`src/rtl/ubm_pkg.sv`:
```
package ubm_pkg;

  typedef enum logic [2:0] {
    ST_IDLE,
    ST_ADDR,
    ST_AHOLD,
    ST_STROBE,
    ST_RECOV,
    ST_FIN
  } ubm_state_e;

  // Per-cycle control intent handed from the sequencer to the datapath.
  typedef struct packed {
    logic load;       // capture the request fields
    logic ale;        // latch strobe wanted
    logic cs;         // selected chip select wanted
    logic rd;         // read strobe wanted
    logic wr;         // write strobe wanted
    logic driveAddr;  // put the address on the shared lines
    logic driveData;  // put the write byte on the shared lines
    logic done;       // completion pulse
  } ubm_strobe_t;

endpackage

```
`src/rtl/ubm_ctrl.sv`:
```
module ubm_ctrl
  import ubm_pkg::*;
#(
  parameter int ALE_CYC       = 2,
  parameter int ADDR_HOLD_CYC = 1,
  parameter int STROBE_CYC    = 15,
  parameter int DATA_HOLD_CYC = 1
) (
  input  logic        clk,
  input  logic        rstN,
  input  logic        reqValid,
  input  logic        reqWrite,
  output logic        busy,
  output ubm_strobe_t stb
);

  localparam int MAX_A   = (ALE_CYC > ADDR_HOLD_CYC) ? ALE_CYC : ADDR_HOLD_CYC;
  localparam int MAX_B   = (STROBE_CYC > DATA_HOLD_CYC) ? STROBE_CYC : DATA_HOLD_CYC;
  localparam int MAX_CYC = (MAX_A > MAX_B) ? MAX_A : MAX_B;
  localparam int CNT_W   = (MAX_CYC > 1) ? $clog2(MAX_CYC) : 1;

  ubm_state_e state, stateNext;
  logic [CNT_W-1:0] phaseCnt, phaseCntNext;
  logic writeReg;
  logic accept;

  assign accept = (state == ST_IDLE) && reqValid;
  assign busy   = (state != ST_IDLE);

  always_comb begin
    stateNext    = state;
    phaseCntNext = phaseCnt;
    unique case (state)
      ST_IDLE: begin
        if (reqValid) begin
          stateNext    = ST_ADDR;
          phaseCntNext = CNT_W'(ALE_CYC - 1);
        end
      end
      ST_ADDR: begin
        if (phaseCnt == '0) begin
          stateNext    = ST_AHOLD;
          phaseCntNext = CNT_W'(ADDR_HOLD_CYC - 1);
        end else begin
          phaseCntNext = phaseCnt - 1'b1;
        end
      end
      ST_AHOLD: begin
        if (phaseCnt == '0) begin
          stateNext    = ST_STROBE;
          phaseCntNext = CNT_W'(STROBE_CYC - 1);
        end else begin
          phaseCntNext = phaseCnt - 1'b1;
        end
      end
      ST_STROBE: begin
        if (phaseCnt == '0) begin
          stateNext    = ST_RECOV;
          phaseCntNext = CNT_W'(DATA_HOLD_CYC - 1);
        end else begin
          phaseCntNext = phaseCnt - 1'b1;
        end
      end
      ST_RECOV: begin
        if (phaseCnt == '0) begin
          stateNext = ST_FIN;
        end else begin
          phaseCntNext = phaseCnt - 1'b1;
        end
      end
      ST_FIN:  stateNext = ST_IDLE;
      default: stateNext = ST_IDLE;
    endcase
  end

  always_ff @(posedge clk or negedge rstN) begin
    if (!rstN) begin
      state    <= ST_IDLE;
      phaseCnt <= '0;
      writeReg <= 1'b0;
    end else begin
      state    <= stateNext;
      phaseCnt <= phaseCntNext;
      if (accept) writeReg <= reqWrite;
    end
  end

  always_comb begin
    stb      = '0;
    stb.load = accept;
    unique case (state)
      ST_ADDR: begin
        stb.ale       = 1'b1;
        stb.cs        = 1'b1;
        stb.driveAddr = 1'b1;
      end
      ST_AHOLD: begin
        stb.cs        = 1'b1;
        stb.driveAddr = 1'b1;
      end
      ST_STROBE: begin
        stb.cs        = 1'b1;
        stb.wr        = writeReg;
        stb.rd        = !writeReg;
        stb.driveData = writeReg;
      end
      ST_RECOV: begin
        stb.cs        = 1'b1;
        stb.driveData = writeReg;
      end
      ST_FIN:  stb.done = 1'b1;
      default: ;
    endcase
  end

endmodule

```
`src/rtl/ubm_datapath.sv`:
```
module ubm_datapath
  import ubm_pkg::*;
#(
  parameter int BUS_W  = 8,
  parameter int NUM_CS = 2,
  parameter int SEL_W  = 1
) (
  input  logic              clk,
  input  logic              rstN,
  input  ubm_strobe_t       stb,
  input  logic              reqWrite,
  input  logic [SEL_W-1:0]  reqSel,
  input  logic [BUS_W-1:0]  reqAddr,
  input  logic [BUS_W-1:0]  reqWdata,
  input  logic [BUS_W-1:0]  utlAdIn,
  output logic              utlAle,
  output logic [NUM_CS-1:0] utlCsN,
  output logic              utlRdN,
  output logic              utlWrN,
  output logic [BUS_W-1:0]  utlAdOut,
  output logic              utlAdOe,
  output logic [BUS_W-1:0]  rdData,
  output logic              done
);

  logic [SEL_W-1:0]  selReg;
  logic [BUS_W-1:0]  addrReg, wdataReg;
  logic              writeReg;
  logic [NUM_CS-1:0] csNNext;
  logic              csActive;
  logic              captureNow;

  for (genvar i = 0; i < NUM_CS; i++) begin : g_csDecode
    assign csNNext[i] = !(stb.cs && (selReg == SEL_W'(i)));
  end

  assign csActive   = (utlCsN != {NUM_CS{1'b1}});
  assign captureNow = !writeReg && csActive && !stb.cs;

  always_ff @(posedge clk or negedge rstN) begin
    if (!rstN) begin
      selReg   <= '0;
      addrReg  <= '0;
      wdataReg <= '0;
      writeReg <= 1'b0;
    end else if (stb.load) begin
      selReg   <= reqSel;
      addrReg  <= reqAddr;
      wdataReg <= reqWdata;
      writeReg <= reqWrite;
    end
  end

  always_ff @(posedge clk or negedge rstN) begin
    if (!rstN) begin
      utlAle   <= 1'b0;
      utlCsN   <= {NUM_CS{1'b1}};
      utlRdN   <= 1'b1;
      utlWrN   <= 1'b1;
      utlAdOut <= '0;
      utlAdOe  <= 1'b0;
      done     <= 1'b0;
      rdData   <= '0;
    end else begin
      utlAle  <= stb.ale;
      utlCsN  <= csNNext;
      utlRdN  <= !stb.rd;
      utlWrN  <= !stb.wr;
      utlAdOe <= stb.driveAddr || stb.driveData;
      if (stb.driveAddr)      utlAdOut <= addrReg;
      else if (stb.driveData) utlAdOut <= wdataReg;
      else                    utlAdOut <= '0;
      done <= stb.done;
      if (captureNow) rdData <= utlAdIn;
    end
  end

endmodule

```
`src/rtl/ubm_phy_side.sv`:
```
module ubm_phy_side #(
  parameter int SYNC_STAGES = 2
) (
  input  logic clk,
  input  logic rstN,
  input  logic phyResetCtl,
  input  logic phyIrq,
  input  logic irqClear,
  output logic phyReset,
  output logic irqStatus
);

  logic [SYNC_STAGES-1:0] syncChain;

  always_ff @(posedge clk or negedge rstN) begin
    if (!rstN) begin
      syncChain <= '0;
      irqStatus <= 1'b0;
      phyReset  <= 1'b1;
    end else begin
      syncChain <= {syncChain[SYNC_STAGES-2:0], phyIrq};
      if (syncChain[SYNC_STAGES-1]) irqStatus <= 1'b1;
      else if (irqClear)            irqStatus <= 1'b0;
      phyReset <= phyResetCtl;
    end
  end

endmodule

```
`src/rtl/util_bus_master.sv`:
```
module util_bus_master
  import ubm_pkg::*;
#(
  parameter int BUS_W         = 8,
  parameter int NUM_CS        = 2,
  parameter int ALE_CYC       = 2,
  parameter int ADDR_HOLD_CYC = 1,
  parameter int STROBE_CYC    = 15,
  parameter int DATA_HOLD_CYC = 1,
  localparam int SEL_W        = (NUM_CS > 1) ? $clog2(NUM_CS) : 1
) (
  input  logic              clk,
  input  logic              rstN,
  input  logic              reqValid,
  input  logic              reqWrite,
  input  logic [SEL_W-1:0]  reqSel,
  input  logic [BUS_W-1:0]  reqAddr,
  input  logic [BUS_W-1:0]  reqWdata,
  output logic              busy,
  output logic              done,
  output logic [BUS_W-1:0]  rdData,
  output logic              utlAle,
  output logic [NUM_CS-1:0] utlCsN,
  output logic              utlRdN,
  output logic              utlWrN,
  output logic [BUS_W-1:0]  utlAdOut,
  output logic              utlAdOe,
  input  logic [BUS_W-1:0]  utlAdIn,
  input  logic              phyResetCtl,
  output logic              phyReset,
  input  logic              phyIrq,
  input  logic              irqClear,
  output logic              irqStatus
);

  ubm_strobe_t stb;

  ubm_ctrl #(
    .ALE_CYC      (ALE_CYC),
    .ADDR_HOLD_CYC(ADDR_HOLD_CYC),
    .STROBE_CYC   (STROBE_CYC),
    .DATA_HOLD_CYC(DATA_HOLD_CYC)
  ) u_ctrl (
    .clk     (clk),
    .rstN    (rstN),
    .reqValid(reqValid),
    .reqWrite(reqWrite),
    .busy    (busy),
    .stb     (stb)
  );

  ubm_datapath #(
    .BUS_W (BUS_W),
    .NUM_CS(NUM_CS),
    .SEL_W (SEL_W)
  ) u_dp (
    .clk     (clk),
    .rstN    (rstN),
    .stb     (stb),
    .reqWrite(reqWrite),
    .reqSel  (reqSel),
    .reqAddr (reqAddr),
    .reqWdata(reqWdata),
    .utlAdIn (utlAdIn),
    .utlAle  (utlAle),
    .utlCsN  (utlCsN),
    .utlRdN  (utlRdN),
    .utlWrN  (utlWrN),
    .utlAdOut(utlAdOut),
    .utlAdOe (utlAdOe),
    .rdData  (rdData),
    .done    (done)
  );

  ubm_phy_side #(
    .SYNC_STAGES(2)
  ) u_phy (
    .clk        (clk),
    .rstN       (rstN),
    .phyResetCtl(phyResetCtl),
    .phyIrq     (phyIrq),
    .irqClear   (irqClear),
    .phyReset   (phyReset),
    .irqStatus  (irqStatus)
  );

endmodule

```
`config.mk`:
```
export PLATFORM = sky130hd
export DESIGN_NAME = util_bus_master
export DESIGN_NICKNAME = d
export VERILOG_FILES = /design/src/rtl/ubm_pkg.sv /design/src/rtl/ubm_ctrl.sv /design/src/rtl/ubm_datapath.sv /design/src/rtl/ubm_phy_side.sv /design/src/rtl/util_bus_master.sv
export SDC_FILE = /design/constraint.sdc
export NUM_CORES = 1
export LEC_CHECK = 0
export ABC_AREA = 1
export BUFFER_PORTS_ARGS = -buffer_cell sky130_fd_sc_hd__buf_2
export CORE_UTILIZATION = 35
export DETAILED_ROUTE_END_ITERATION = 8
export GPL_TIMING_DRIVEN = 0
export PLACE_DENSITY = 0.56
export SETUP_SLACK_MARGIN = 0.02
export SLEW_MARGIN = 40
export SYNTH_ARGS = -nofsm -noshare
export SYNTH_HDL_FRONTEND = slang
export SYNTH_SLANG_ARGS = --single-unit
```
`constraint.sdc`:
```
create_clock -name clk -period 2.74 [get_ports clk]
set_input_delay 0.548 -clock clk [delete_from_list [all_inputs] [get_ports clk]]
set_output_delay 0.548 -clock clk [all_outputs]
set_load 0.03 [all_outputs]
```
## After elaboration in Yosys (flattened, before gate mapping)

Cells that the tools add are included.

- Flip-flop bits (word level): 52
- Input port bits: 32
- Output and inout bits: 26
- Word-level logic and storage cells: 75

- $add $sub $neg: 1
- Equal/unequal tests: 12
- Muxes and demuxes: 21
- Bitwise logic cells: 1
- Reduce and logical (&&, ||, !) cells: 23

Operators by type and width:

| operator | number |
|---|---|
| $mux W4 | 4 |
| $mux W8 | 2 |
| $pmux W4 S4 | 1 |
| $mux W3 | 5 |
| $pmux W3 S5 | 1 |
| $ne A2 B1 Y1 const B | 4 |
| $mux W1 | 7 |
| $eq A3 B2 Y1 const B | 2 |
| $eq A3 B3 Y1 const B | 2 |
| $logic_not A1 Y1 | 6 |
| $ne A2 B2 Y1 const B | 3 |
| $reduce_or A2 Y1 | 3 |
| $logic_and A1 B1 Y1 | 5 |
| $reduce_and A5 Y1 | 1 |
| $logic_not A4 Y1 | 1 |
| $reduce_bool A4 Y1 | 1 |
| $reduce_or A4 Y1 | 1 |
| $sub A4 B1 Y4 const B | 1 |
| $eq A3 B1 Y1 const B | 1 |
| $logic_not A3 Y1 | 1 |
| $reduce_and A3 Y1 | 1 |
| $reduce_bool A3 Y1 | 1 |
| $mux W2 | 1 |
| $reduce_bool A2 Y1 | 1 |
| 2 further kinds | 2 |

## Depth between registers and ports, before layout

- Depth in word-level cells: 5
- Gate-level depth with buffers: 8
- Gate-level depth less buffers: 8

## Hierarchy

Synthesis repeated with hierarchy kept, for this count alone.

- Cell total of the unflattened synthesis: 241
- Area, all modules: 2230.9 µm²

By module, submodules not included:

| module | times used | cells each | area an instance (µm²) | seq. area each (µm²) |
|---|---|---|---|---|
| ubm_datapath | 1 | 150 | 1535.2 | 1031.0 |
| ubm_ctrl | 1 | 83 | 579.3 | 200.2 |
| ubm_phy_side | 1 | 8 | 116.4 | 101.3 |

## Worst setup path after synthesis

No wires, ideal clock.

- Path kind: reg2out
- Start point: register u_ctrl.state[1]
- End point: output port busy
- Arrival time: 0.783 ns
- Required time: 2.192 ns
- Slack: 1.409 ns
- Stages on the path, launching flop included: 3
- Buffers on the path: 0
- Cell sequence: dfrtp_1 -> nor2_4 -> nand2_1

- Cells in the longest elaborated chain, start to end: 1

Ends and longest elaborated chain:

| item | line | source |
|---|---|---|
| from (decl) | ubm_ctrl.sv:22 | `ubm_state_e state, stateNext;` |
| from (signal assigned) | ubm_ctrl.sv:82 | `state <= stateNext;` |
| $reduce_bool A3 Y1 | ubm_ctrl.sv:28 | `assign busy = (state != ST_IDLE);` |
| to (decl) | util_bus_master.sv:19 | `output logic busy,` |

No other way between the ends.

## Final worst setup path

Ends and elaborated chain as after synthesis.

==> results.py <==
metrics = {
    "layout": {
        "drive_gt1_share_pct": 31.05,
        "nNetsFinal": 338,
        "fillers": 611,
        "diodes": 0,
        "final_util_pct": 45.11,
        "final_cell_mix": "nand2_1, buf_2, dfrtp_1, inv_1, o21ai_0",
        "final_common_cell": "nand2_1",
        "area_growth_pct": 22.87,
    },
    "pwr": {
        "p_leak_nw": 1.518,
        "power.share.sequential_pct": 37.8,
        "power.internal_w": 0.001892,
        "swShare_pct": 43.52,
        "clockPowerShare_pct": 16.3,
        "p_switching_w": 0.001458,
        "peakVddDrop_v": 0.0004669,
        "comb_power_share_pct": 45.8,
        "power.density_nw_per_um2": 1240,
    },
    "place": {
        "dp_hpwl_mm": 2.965,
        "port_buffers": 57,
        "place.gp.congestion": 0.8312,
    },
    "clock_network": {
        "clock-sinks": 52,
        "clkLatencyLatePin_ns": 0.30,
        "cts_root_buf": "clkbuf_8",
        "cts_tree": "done",
        "cts_hold_buffers": 0,
        "cts_buffers": 5,
        "clk_pin_slew_ns": 0.09,
        "post_cts_buffers": 0,
        "htree_levels": 2,
        "cts_buffer_depth": 2,
        "cts_resized": 0,
    },
    "worst_setup_path": {
        "crit_arrival_ns": 1.20,
        "required_ns": 2.19,
        "critical_path_class": "register to output pin",
        "worst_setup_path_start_kind": "register",
        "endpoint_kind": "output pin",
        "cp_max_fo": 7,
    },
    "synth": {
        "synth_area_leader_cell": "dfrtp_1",
        "syn_avg_cell_area_um2": 9.127,
        "synth_seq_cells": 52,
        "synthCells": 241,
        "ys_warn_count": 0,
        "netlist_area_um2": 2200,
        "synth_seq_area_share_pct": 59.44,
        "synth.top_cell.area_share_pct": 53.47,
        "synthesis.nets": 274,
        "synth_area_leaders": "dfrtp_1, nand2_1, inv_1",
        "synth.distinct_cells": 25,
    },
    "die": {
        "die_w_um": 81.28,
        "die_y_um": 81.28,
        "die_area_um2": 6606,
        "io_pins": 58,
        "core.rowCount": 28,
        "initial_core_util_pct": 36.72,
        "coreArea_um2": 5991,
    },
    "job": {
        "cap_viol_max_count": 0,
    },
    "route": {
        "drt-vias-per-instance": 4.407,
        "drt_first_pass_iters": 4,
        "routed_wl_mm": 4.214,
        "wl_per_cell_um": 11.06,
        "num_vias": 1679,
        "route.detailed.drc": 0,
        "initialDrtViolationCount": 74,
        "ant_nets": 0,
    },
    "timing": {
        "finalCriticalPeriod_ns": 1.747,
        "worst_slew_pin_slew_ns": 0.6415,
        "tns_ns": 0,
        "drv_slew": 0,
        "fin_skew_ns": 0.01627,
        "setup_viol": 0,
        "rsz0062_at_grt": "false",
        "hold_viol": 0,
        "slew-limit-headroom_pct": 57.23,
        "fin_crit_sh_pct": 63.76,
        "max_clock_freq_mhz": 572.4,
    },
    "grt": {
        "grt_remaining_overflow": 0,
        "grt_pass1_wl_mm": 6.858,
        "grt_pass1_vias": 1468,
        "grt_max_degree": 53,
        "antenna_found_initial": 0,
        "track_usage_pct": 13.75,
    },
    "run_status": {
        "status": "finished clean",
    },
    "worst_hold_path": {
        "min_path_type": "input port to asynchronous set/reset pin",
    },
}
[worst paths after layout]
path / depth (start not counted) / slack (ns) / start / end
worst max-delay path: 3 / 0.99 / u_ctrl.state[1] / busy
worst min-delay path: 1 / 0.25 / rstN / u_dp.addrReg[2]
worst max register to register: 7 / 1.35 / u_ctrl.phaseCnt[0] / u_ctrl.phaseCnt[0]
worst min register to register: 0 / 0.36 / u_phy.syncChain[0] / u_phy.syncChain[1]
max in group asynchronous: 1 / 2.03 / rstN / u_dp.utlAdOe
min in group clk: 1 / 0.35 / phyResetCtl / u_phy.phyReset
[power groups by stage]
| stage | Sequential (W) | Combinational, W | Clock [W] |
|---|---|---|---|
| finish | 0.00127 | 0.00154 | 0.000547 |
| global route | 0.00131 | 0.00173 | 0.000598 |
| CTS | 0.00127 | 0.00157 | 0.000568 |
| detailed placement | 0.00128 | 0.00156 | 0 |
| global placement | 0.00128 | 0.00154 | 0 |
| floorplan | 0.00153 | 0.000905 | 0 |
[logic make-up (layout without fill, tap and decap cells)]
group | Yosys count | count (layout) | share of synthesized area (%)
AND/OR/NAND/NOR | 112 | 112 | 22.58
flip-flops | 52 | 52 | 59.44
XOR/XNOR | 1 | 1 | 0.3983
buffers and inverters | 43 | 108 | 8.248
AO/OA/AOI/OAI | 32 | 32 | 8.760
adder cells (fa/ha/maj) | 1 | 1 | 0.5687
[cells in the mapped netlist]
cell type	number
nand2_1	71
dfrtp_1	47
inv_1	36
o21ai_0	19
nand3_1	18
nor2_1	11
o21ai_2	8
dfstp_2	5
nand2_2	5
a21oi_1	4
buf_2	2
inv_2	2
buf_1	1
buf_12	1
clkbuf_2	1
ha_1	1
nand2_4	1
nand3_2	1
nand3_4	1
nor2_2	1
nor2_4	1
nor3_1	1
o21bai_1	1
or2_2	1
xor2_1	1
[worst max-delay path, stage by stage, from the launching register on]
cell and delay, ns:
dfrtp_1 0.49, nor2_4 0.17, nand2_1 0.06, buf_2 0.17
[state kept, by name, indices dropped and copies added (netlist names), 2 cells and up]
name	count
u_phy.syncChain	2
u_dp.utlAdOut	8
u_dp.rdData	8
u_dp.addrReg	8
u_dp.wdataReg	8
u_ctrl.phaseCnt	4
u_ctrl.state	3
u_dp.utlCsN	2
[cell type report]
cell class              count  area, µm²  area share (%)
plain buffers               5      38.79           1.435
clock buffers               6      82.58           3.056
clock inverters             2      38.79           1.435
inverters                  38      142.6           5.278
multi-input cells         146      710.7           26.30
flip-flops and latches     52       1308           48.38
well taps                  75      93.84           3.472
repair buffers             57      287.8           10.65
[per-layer routing]
layer | vias to the layer above | GRT usage, % | part of all wire [%]
met3 | 4 | 3.820 | 5.3
met4 | 0 | 3.214 | 0.69
met5 | - | 0 | 0
met2 | 45 | 21.33 | 45
li1 | 871 | - | -
met1 | 759 | 18.97 | 49
[per-stage QoR]
stage	power (W)	cell area (µm²)	instances	hold WS [ns]	setup WS, ns
floorplan	0.002430	2200	241	0.2524	1.409
global placement	0.002819	2579	373	0.3344	1.144
detailed placement	0.002845	2581	373	0.3427	1.329
CTS	0.003405	2703	381	0.2938	0.9813
global route	0.003637	2703	381	0.3174	0.9106
finish	0.003350	2703	381	0.2520	0.9930
(Power assumes the default switching activity.)
